==> src/rtl/txPkg.sv <==
package txPkg;
  typedef enum logic [1:0] {
    CAUSE_NONE     = 2'b00,
    CAUSE_REMOTE   = 2'b01,
    CAUSE_CAPACITY = 2'b10,
    CAUSE_EXPLICIT = 2'b11
  } abortCause_e;

  typedef enum logic [1:0] {
    ST_IDLE   = 2'd0,
    ST_ACTIVE = 2'd1,
    ST_DRAIN  = 2'd2
  } txState_e;

  // strobes from control to the set table
  typedef struct packed {
    logic clearAll;
    logic applyLocal;
    logic drainPop;
  } tblStrobe_t;

  // status from the set table to control
  typedef struct packed {
    logic locHit;
    logic full;
    logic snpConflict;
    logic wrEmpty;
    logic drainLast;
  } tblStatus_t;
endpackage

==> src/rtl/txSetTable.sv <==
module txSetTable
  import txPkg::*;
#(
  parameter int ADDR_W   = 16,
  parameter int DATA_W   = 16,
  parameter int LINE_OFF = 2,
  parameter int ENTRIES  = 4
) (
  input  logic              clk,
  input  logic              rstN,
  input  tblStrobe_t        strobe,
  input  logic              locIsWrite,
  input  logic              locIsLock,
  input  logic [ADDR_W-1:0] locAddr,
  input  logic [DATA_W-1:0] locData,
  input  logic              snpIsWrite,
  input  logic [ADDR_W-1:0] snpAddr,
  output tblStatus_t        status,
  output logic [ADDR_W-1:0] drainAddr,
  output logic [DATA_W-1:0] drainData
);
  localparam int TAG_W = ADDR_W - LINE_OFF;
  localparam logic [ENTRIES-1:0] ONE_V = ENTRIES'(1);

  logic [ENTRIES-1:0] entValid, entRd, entWr;
  logic [TAG_W-1:0]   entTag  [ENTRIES];
  logic [DATA_W-1:0]  entData [ENTRIES];

  logic [TAG_W-1:0]   locTag, snpTag, drainTag;
  logic [ENTRIES-1:0] locMatch, snpMatch, freeVec, freeOne;
  logic [ENTRIES-1:0] wrMask, drainOne, writeSel;
  logic               storeData, anyLocHit;

  assign locTag    = locAddr[ADDR_W-1:LINE_OFF];
  assign snpTag    = snpAddr[ADDR_W-1:LINE_OFF];
  assign storeData = locIsWrite & ~locIsLock;

  for (genvar i = 0; i < ENTRIES; i++) begin : gMatch
    assign locMatch[i] = entValid[i] && (entTag[i] == locTag);
    assign snpMatch[i] = entValid[i] && (entTag[i] == snpTag);
  end

  // lowest free slot and lowest pending written slot, isolated as one-hot
  assign freeVec   = ~entValid;
  assign freeOne   = freeVec & (~freeVec + ONE_V);
  assign wrMask    = entWr & entValid;
  assign drainOne  = wrMask & (~wrMask + ONE_V);
  assign anyLocHit = |locMatch;
  assign writeSel  = strobe.applyLocal ? (anyLocHit ? locMatch : freeOne) : '0;

  always_comb begin
    status.locHit      = anyLocHit;
    status.full        = &entValid;
    status.snpConflict = snpIsWrite ? |(snpMatch & (entRd | entWr))
                                    : |(snpMatch & entWr);
    status.wrEmpty     = ~|wrMask;
    status.drainLast   = (|wrMask) && ((wrMask & (wrMask - ONE_V)) == '0);
  end

  always_comb begin
    drainTag  = '0;
    drainData = '0;
    for (int i = 0; i < ENTRIES; i++) begin
      if (drainOne[i]) begin
        drainTag  = drainTag | entTag[i];
        drainData = drainData | entData[i];
      end
    end
  end

  assign drainAddr = {drainTag, {LINE_OFF{1'b0}}};

  always_ff @(posedge clk or negedge rstN) begin
    if (!rstN) begin
      entValid <= '0;
      entRd    <= '0;
      entWr    <= '0;
      for (int i = 0; i < ENTRIES; i++) begin
        entTag[i]  <= '0;
        entData[i] <= '0;
      end
    end else if (strobe.clearAll) begin
      entValid <= '0;
      entRd    <= '0;
      entWr    <= '0;
    end else begin
      for (int i = 0; i < ENTRIES; i++) begin
        if (writeSel[i]) begin
          entValid[i] <= 1'b1;
          entTag[i]   <= locTag;
          if (storeData) begin
            entWr[i]   <= 1'b1;
            entData[i] <= locData;
          end else begin
            entRd[i] <= 1'b1;
          end
        end else if (strobe.drainPop && drainOne[i]) begin
          entWr[i] <= 1'b0;
        end
      end
    end
  end
endmodule

==> src/rtl/txCtrl.sv <==
module txCtrl
  import txPkg::*;
(
  input  logic       clk,
  input  logic       rstN,
  input  logic       txStart,
  input  logic       txEnd,
  input  logic       txAbortReq,
  input  logic       locValid,
  input  logic       snpValid,
  input  tblStatus_t status,
  output tblStrobe_t strobe,
  output txState_e   state,
  output logic       abortPulse,
  output logic [1:0] abortCause
);
  txState_e    nextState;
  logic        abortNow;
  abortCause_e causeNow;

  always_comb begin
    strobe    = '0;
    nextState = state;
    abortNow  = 1'b0;
    causeNow  = CAUSE_NONE;
    case (state)
      ST_IDLE: begin
        if (txStart) nextState = ST_ACTIVE;
      end
      ST_ACTIVE: begin
        if (snpValid && status.snpConflict) begin
          abortNow = 1'b1;
          causeNow = CAUSE_REMOTE;
        end else if (txAbortReq) begin
          abortNow = 1'b1;
          causeNow = CAUSE_EXPLICIT;
        end else if (txEnd) begin
          if (status.wrEmpty) begin
            strobe.clearAll = 1'b1;
            nextState       = ST_IDLE;
          end else begin
            nextState = ST_DRAIN;
          end
        end else if (locValid && !status.locHit && status.full) begin
          abortNow = 1'b1;
          causeNow = CAUSE_CAPACITY;
        end else if (locValid) begin
          strobe.applyLocal = 1'b1;
        end
        if (abortNow) begin
          strobe.clearAll = 1'b1;
          nextState       = ST_IDLE;
        end
      end
      ST_DRAIN: begin
        strobe.drainPop = 1'b1;
        if (status.drainLast) begin
          strobe.clearAll = 1'b1;
          nextState       = ST_IDLE;
        end
      end
      default: nextState = ST_IDLE;
    endcase
  end

  always_ff @(posedge clk or negedge rstN) begin
    if (!rstN) begin
      state      <= ST_IDLE;
      abortPulse <= 1'b0;
      abortCause <= CAUSE_NONE;
    end else begin
      state      <= nextState;
      abortPulse <= abortNow;
      abortCause <= causeNow;
    end
  end
endmodule

==> src/rtl/txConflictTop.sv <==
module txConflictTop
  import txPkg::*;
#(
  parameter int ADDR_W   = 16,
  parameter int DATA_W   = 16,
  parameter int LINE_OFF = 2,
  parameter int ENTRIES  = 4
) (
  input  logic              clk,
  input  logic              rstN,
  input  logic              txStart,
  input  logic              txEnd,
  input  logic              txAbortReq,
  input  logic              locValid,
  input  logic              locIsWrite,
  input  logic              locIsLock,
  input  logic [ADDR_W-1:0] locAddr,
  input  logic [DATA_W-1:0] locData,
  input  logic              snpValid,
  input  logic              snpIsWrite,
  input  logic [ADDR_W-1:0] snpAddr,
  output logic              snpReady,
  output logic              txActive,
  output logic              abortPulse,
  output logic [1:0]        abortCause,
  output logic              drainValid,
  output logic [ADDR_W-1:0] drainAddr,
  output logic [DATA_W-1:0] drainData,
  output logic              drainLast
);
  tblStrobe_t strobe;
  tblStatus_t status;
  txState_e   state;

  txCtrl ctrl_i (
    .clk(clk), .rstN(rstN), .txStart(txStart), .txEnd(txEnd),
    .txAbortReq(txAbortReq), .locValid(locValid), .snpValid(snpValid),
    .status(status), .strobe(strobe), .state(state),
    .abortPulse(abortPulse), .abortCause(abortCause)
  );

  txSetTable #(
    .ADDR_W(ADDR_W), .DATA_W(DATA_W), .LINE_OFF(LINE_OFF), .ENTRIES(ENTRIES)
  ) table_i (
    .clk(clk), .rstN(rstN), .strobe(strobe),
    .locIsWrite(locIsWrite), .locIsLock(locIsLock),
    .locAddr(locAddr), .locData(locData),
    .snpIsWrite(snpIsWrite), .snpAddr(snpAddr),
    .status(status), .drainAddr(drainAddr), .drainData(drainData)
  );

  assign txActive   = (state == ST_ACTIVE);
  assign drainValid = (state == ST_DRAIN);
  assign snpReady   = (state != ST_DRAIN);
  assign drainLast  = drainValid & status.drainLast;
endmodule

==> config.mk <==
export PLATFORM = sky130hd
export DESIGN_NAME = txConflictTop
export DESIGN_NICKNAME = d
export VERILOG_FILES = /design/src/rtl/txPkg.sv /design/src/rtl/txSetTable.sv /design/src/rtl/txCtrl.sv /design/src/rtl/txConflictTop.sv
export SDC_FILE = /design/constraint.sdc
export NUM_CORES = 1
export LEC_CHECK = 0
export BUFFER_PORTS_ARGS = -buffer_cell sky130_fd_sc_hd__buf_2
export CORE_ASPECT_RATIO = 1.75
export CORE_MARGIN = 3
export CORE_UTILIZATION = 50
export DETAILED_ROUTE_END_ITERATION = 8
export GPL_TIMING_DRIVEN = 0
export PLACE_DENSITY = 0.7
export SLEW_MARGIN = 10
export SYNTH_ARGS = -nofsm -noshare
export SYNTH_HDL_FRONTEND = slang
export SYNTH_SLANG_ARGS = --single-unit
==> constraint.sdc <==
create_clock -name clk -period 7.1 [get_ports clk]
set_input_delay 0.71 -clock clk [delete_from_list [all_inputs] [get_ports clk]]
set_output_delay 0.71 -clock clk [all_outputs]
set_load 0.01 [all_outputs]
### Word level (Yosys, flattened, before mapping)

Index checks and enable logic that the tools add are counted.
W data, S select, Z words.

| storage, ports and cells | value |
|---|---|
| flip-flop bits (word level) | 137 |
| input port bits | 58 |
| output and inout bits | 39 |

| cells by class | value |
|---|---|
| add/sub/neg operators | 3 |
| equality and inequality tests | 21 |
| mux-type cells | 63 |
| bitwise operators | 20 |
| reduce and logical (&&, ||, !) cells | 49 |

Operator list:

| cell | count |
|---|---|
| $eq A14 B14 Y1 | 8 |
| $mux W16 | 4 |
| $mux W14 | 4 |
| $or A16 B16 Y16 | 3 |
| $or A14 B14 Y14 | 3 |
| $mux W1 | 34 |
| $mux W2 | 14 |
| $and A4 B4 Y4 | 6 |
| $reduce_and A2 Y1 | 12 |
| $mux W4 | 5 |
| $logic_and A1 B1 Y1 | 16 |
| $reduce_or A4 Y1 | 4 |
| $ne A3 B3 Y1 const B | 5 |
| $not A4 Y4 | 3 |
| $reduce_and A3 Y1 | 4 |
| $reduce_bool A3 Y1 | 4 |
| $add A4 B1 Y4 const B | 2 |
| $reduce_bool A2 Y1 | 4 |
| $ne A2 B2 Y1 const B | 3 |
| $ne A3 B2 Y1 const B | 2 |
| $pmux W2 S3 | 1 |
| $reduce_and A5 Y1 | 1 |
| $logic_not A4 Y1 | 1 |
| $or A4 B4 Y4 | 1 |
| 10 further kinds | 12 |

### Longest topological paths before layout

| logic depth | value |
|---|---|
| depth after elaboration | 15 |
| depth in mapped cells | 12 |
| depth with buffers taken out | 9 |

### Hierarchy

From an unflattened synthesis, not the netlist that was laid out.

| unflattened totals | value |
|---|---|
| cell total of the unflattened synthesis | 699 |
| area total of the unflattened synthesis | 7973.9 sq um |

By module, submodules not included:

| module | instances | cells an instance | area each (sq um) |
|---|---|---|---|
| txSetTable | 1 | 661 | 7597.3 |
| txCtrl | 1 | 34 | 345.3 |
| txConflictTop | 1 | 4 | 31.3 |

### Worst setup path before layout

OpenSTA, ideal clock, no wires.

| path | value |
|---|---|
| path type | input to register |
| start | in snpAddr[10] |
| end | reg table_i.entData[38] (netlist bit) |
| setup time | 0.125 ns |
| arrival | 2.939 ns |
| slack | 4.036 ns |
| cell stages on the path | 12 |
| cell sequence | buf_2 -> xnor2_1 -> nand4_1 -> or4_1 -> o21bai_2 -> a2111oi_4 -> nor2_8 -> nor3_2 -> and3_1 -> buf_6 -> buf_6 -> mux2_4 |

| between the ends | value |
|---|---|
| word-level cells in the longest chain between the ends | 12 |
| elaborated cells between the ends (all ways) | 23 |
| classes of those cells | 4 x eq/ne; 8 x mux; 3 x bitwise; 8 x reduce/logical |

RTL lines:

| element | line | source |
|---|---|---|
| from (decl) | txConflictTop.sv:21 | `input logic [ADDR_W-1:0] snpAddr,` |
| $eq A14 B14 Y1 | txSetTable.sv:40 | `assign snpMatch[i] = entValid[i] && (entTag[i] == snpTag);` |
| $logic_and A1 B1 Y1 | txSetTable.sv:40 |  |
| $and A4 B4 Y4 (on tied branches) | txSetTable.sv:55, txSetTable.sv:54 |  |
| $reduce_or A4 Y1 (on tied branches) | txSetTable.sv:55, txSetTable.sv:54 |  |
| $mux W1 * | txSetTable.sv:54 | `status.snpConflict = snpIsWrite ? \|(snpMatch & (entRd \| entWr))` |
| $logic_and A1 B1 Y1 * | txCtrl.sv:31 | `if (snpValid && status.snpConflict) begin` |
| $mux W1 | txCtrl.sv:31 |  |
| $mux W1 | txCtrl.sv:26 | `case (state)` |
| $mux W1 | txCtrl.sv:50 | `if (abortNow) begin` |
| $pmux W1 S2 | txCtrl.sv:26 |  |
| $not A1 Y1 (no source line) | - |  |
| $reduce_and A3 Y1 (no source line) * | - |  |
| to (signal, indexed assignment) | txSetTable.sv:93 | `entData[i] <= locData;` |
| to (decl) | txSetTable.sv:27 | `logic [DATA_W-1:0] entData [ENTRIES];` |

Every way passes the cells marked *; elsewhere a longest branch is shown, timed or not. The select of a mux whose other input is x is not followed.
A chain may end at the register's enable or synchronous reset.

### Final worst setup path

| path | value |
|---|---|
| start | reg table_i.entValid[0] |
| end | out drainAddr[11] |

| between the ends | value |
|---|---|
| word-level cells in the longest chain between the ends | 11 |

RTL lines:

| element | line | source |
|---|---|---|
| from (decl) | txSetTable.sv:25 | `logic [ENTRIES-1:0] entValid, entRd, entWr;` |
| from (signal assigned) | txSetTable.sv:75 | `entValid <= '0;` |
| from (signal assigned) | txSetTable.sv:83 | `entValid <= '0;` |
| from (signal, indexed assignment) | txSetTable.sv:89 | `entValid[i] <= 1'b1;` |
| $and A4 B4 Y4 * | txSetTable.sv:46 | `assign wrMask = entWr & entValid;` |
| $not A4 Y4 | txSetTable.sv:47 | `assign drainOne = wrMask & (~wrMask + ONE_V);` |
| $add A4 B1 Y4 | txSetTable.sv:47 |  |
| $and A4 B4 Y4 * | txSetTable.sv:47 |  |
| $mux W14 | txSetTable.sv:64 | `if (drainOne[i]) begin` |
| $or A14 B14 Y14 | txSetTable.sv:65 | `drainTag = drainTag \| entTag[i];` |
| $mux W14 | txSetTable.sv:64 |  |
| $or A14 B14 Y14 | txSetTable.sv:65 |  |
| $mux W14 | txSetTable.sv:64 |  |
| $or A14 B14 Y14 | txSetTable.sv:65 |  |
| $mux W14 * | txSetTable.sv:64 |  |
| to (decl) | txConflictTop.sv:27 | `output logic [ADDR_W-1:0] drainAddr,` |

Every way passes the cells marked *; elsewhere a longest branch is shown, timed or not.

==> flow_summary_export.csv <==
group,metric,value,unit
outcome,status,"finished, final reports clean",
worst_setup_path,cp_cell_sequence,"and2_1 -> clkbuf_1 -> nor3_1 -> clkbuf_1 -> nand2_1 -> nand2_1 -> buf_2",
yosys,synth_largest_area_cell,"dfrtp_1",
sta,clock_skew,11.2,ps
drt,detail-route-antenna-nets,0,
yosys,ys_dominant_reg_cell,"dfrtp_1",
sta,final.setup.tns,0,ps
drt,detail_route.wl_per_cell,22.5,um
worst_setup_path,timing.critical_path.required,6390,ps
place,placement.io_buffers,62,
drt,remaining_drc_errors,0,
worst_setup_path,timing.critical_path.slowest_stage_cell,"nor3_1",
grt,antenna_found_initial,0,
sta,final_period_minus_worst_setup_slack,3600,ps
final_layout,drive_gt1_share,33.5,%
worst_setup_path,path_buf_inv,3,
power_and_ir_drop,max-vdd-ir-drop,183,uV
sta,setup_ws,3500,ps
grt,grt_start_max_net_pins,94,
yosys,avgSynthCellArea,11.4,um2
floorplanning,core,0.0151,mm2
grt,grt_pass1_wl,34000,um
grt,first_global_vias,6039,
worst_setup_path,cp_slowest_stage_delay,600,ps
yosys,synth_top_area_share,44.1,%
place,place.detailed.hpwl,15900,um
yosys,synth_common_cells,"137 x dfrtp_1, 113 x xnor2_1, 78 x nand2_1, 71 x mux2_2, 40 x mux2_4",
clock_tree,worstSkewPairLatency,430,ps
clock_tree,clock_tree.root_cell,"clkbuf_16",
worst_setup_path,setup.worst_path.start_class,"register",
yosys,number_of_flops_mapped_to_enable_cells_by_yosys,0,
grt,grtUsageTotal,26.2,%
sta,final-setup-viol-count,0,
sta,setup_repair_after_global_routing_missed_its_margin,"false",
drt,via_count,5676,
worst_setup_path,worst_path_dominant_cell_family,"simple AND/OR/NAND/NOR gates",
yosys,synth_cell_type_count,49,
floorplanning,fp.dieW,100,um
floorplanning,starting_density,51.6,%
place,globalplace.congestion,0.955,
clock_tree,cts_tree,"yes",
place,preCtsSetupSlack,3150,ps
clock_tree,cts.repair.resized,0,
yosys,ys_seq_elements,137,
clock_tree,cts_setup_buffers,0,
clock_tree,cts.sinks,137,
drt,drtIter0Drc,430,
grt,overflow,0,
yosys,postSynthCellCount,684,
worst_setup_path,critPathKind,"register to output pin",
yosys,ys_async_sr_fraction,100,%
yosys,synth.top_cells.by_area,"dfrtp_1 44%, xnor2_1 13%, mux2_2 10%, mux2_4 7.7%, a222oi_1 3.9%",
sta,timing.final.hold_violations,0,
worst_setup_path,worstPathMaxFanout,10,
power_and_ir_drop,cellPowerDensity,287,mW/mm2
yosys,yosys_warnings,0,
drt,route.detailed.vias_per_inst,5.89,
final_layout,syn2layout_area_growth,14.6,%
clock_tree,cts-htree-levels,4,
floorplanning,num_rows,59,
drt,routed_wirelength,21700,um
clock_tree,clk_pin_slew,70,ps
clock_tree,holdBufCountCts,0,
drt,drt_pre_antenna_iters,5,
sta,fmaxAchievable,278,MHz
clock_tree,cts-buffers-inserted,17,
floorplanning,dieArea,0.0171,mm2
floorplanning,pin_count,97,
power_and_ir_drop,static-leakage-power,4.05,nW
yosys,synthMostInstantiatedCell,"dfrtp_1",
worst_setup_path,crit_path_end_kind,"output pin",
worst_setup_path,worstPathArrival,2890,ps
sta,post-route-period-util,50.7,%
yosys,netlist_area,0.00777,mm2
sta,final-max-slew-violation-count,0,
floorplanning,die_height,171,um
worst_hold_path,min-delay-path-class,"primary input to async pin",
clock_tree,clk_path_buf_depth,2,
final_layout,antenna_cells,0,
final_layout,nets,828,
flow_run,drv_cap,0,
yosys,ys_seq_area_share,44.1,%
sta,slew-limit-headroom,35.6,%
sta,worstMarginPinSlew,957,ps
## metrics by stage
step                utilization (%)  power (mW)  std cells  instance area, um2  hold slack [ps]
global route                   59.1        2.67        963                8900              228
global placement               55.2        1.69        930                8310              474
CTS                            59.1        2.57        963                8900              214
finish                         59.1        2.56        963                8900              196
detailed placement             55.4        1.71        931                8340              482
floorplan                         -        1.51        685                7770              414
## worst reg2reg max path, cell delays in order, from the launching register on
cell	delay, ps
dfrtp_1	430
xnor2_1	210
nand4_1	150
nor4_1	850
o21a_1	240
o31ai_2	110
o211ai_2	200
nand2_2	150
nand2_1	250
buf_2	410
mux2_2	390
## logic make-up after synthesis
group	count (synthesis)	synth area share [%]
compound gates	63	7.02
xor+xnor	113	12.7
fa+ha+maj	3	0.483
buf+inv	69	4.64
flops	137	44.1
mux	120	19.3
other cells	1	0.0483
simple gates	178	11.6
## final cells by class
| cell class | instances | area (um2) |
|---|---|---|
| Inverter | 10 | 37.5 |
| Tap cell | 183 | 229 |
| Multi-Input combinational cell | 479 | 3980 |
| Buffer | 59 | 323 |
| Fill cell | 1299 | 6150 |
| Timing Repair Buffer | 63 | 344 |
| Clock inverter | 14 | 131 |
| Sequential cell | 137 | 3430 |
| Clock buffer | 18 | 429 |
## sequential cells by signal, summed over array words and instances (netlist names)
name,cells
ctrl_i.abortCause,2
table_i.entData,64
table_i.entRd,4
table_i.entWr,4
table_i.entValid,4
ctrl_i.abortPulse,1
table_i.entTag,56
ctrl_i.state,2
## routing by layer
metal	track usage [%]	vias up	part of all wire, %
met5	0	-	0
met4	14.0	0	5.0
li1	-	2572	-
met2	46.7	200	54
met3	5.47	63	5.2
met1	28.7	2841	36
## worst paths after layout
check / slack [ps] / start / end / depth (start not counted)
worst max-delay path: 3500 / table_i.entValid[0]$_DFFE_PN0P_ / drainAddr[11] / 7
worst min-delay path: 200 / rstN / table_i.entTag[54]$_DFFE_PN0P_ / 1
worst max register to register: 3580 / table_i.entTag[54]$_DFFE_PN0P_ / table_i.entTag[52]$_DFFE_PN0P_ / 10
worst min register to register: 490 / table_i.entData[25]$_DFFE_PN0P_ / table_i.entData[25]$_DFFE_PN0P_ / 1
max in group asynchronous: 6100 / rstN / table_i.entData[39]$_DFFE_PN0P_ / 2
min in group clk: 490 / table_i.entData[25]$_DFFE_PN0P_ / table_i.entData[25]$_DFFE_PN0P_ / 1
## placed cells by master (no fill, tap or decap), types with 10 or more instances in the layout
cell,count
a21oi_1,13
nand2_1,78
clkbuf_16,17
nand3_1,10
xnor2_1,113
clkbuf_1,17
buf_2,94
dfrtp_1,137
a222oi_1,30
nand4_1,27
mux2_4,40
mux2_2,71
inv_1,10
nor2_1,26
## report_power, final
part           total, mW  internal (mW)  switching [mW]
registers           1.12          0.941           0.180
clock network      0.849          0.461           0.388
logic              0.588          0.317           0.271
No activity file was read; power rests on OpenSTA's default activity.
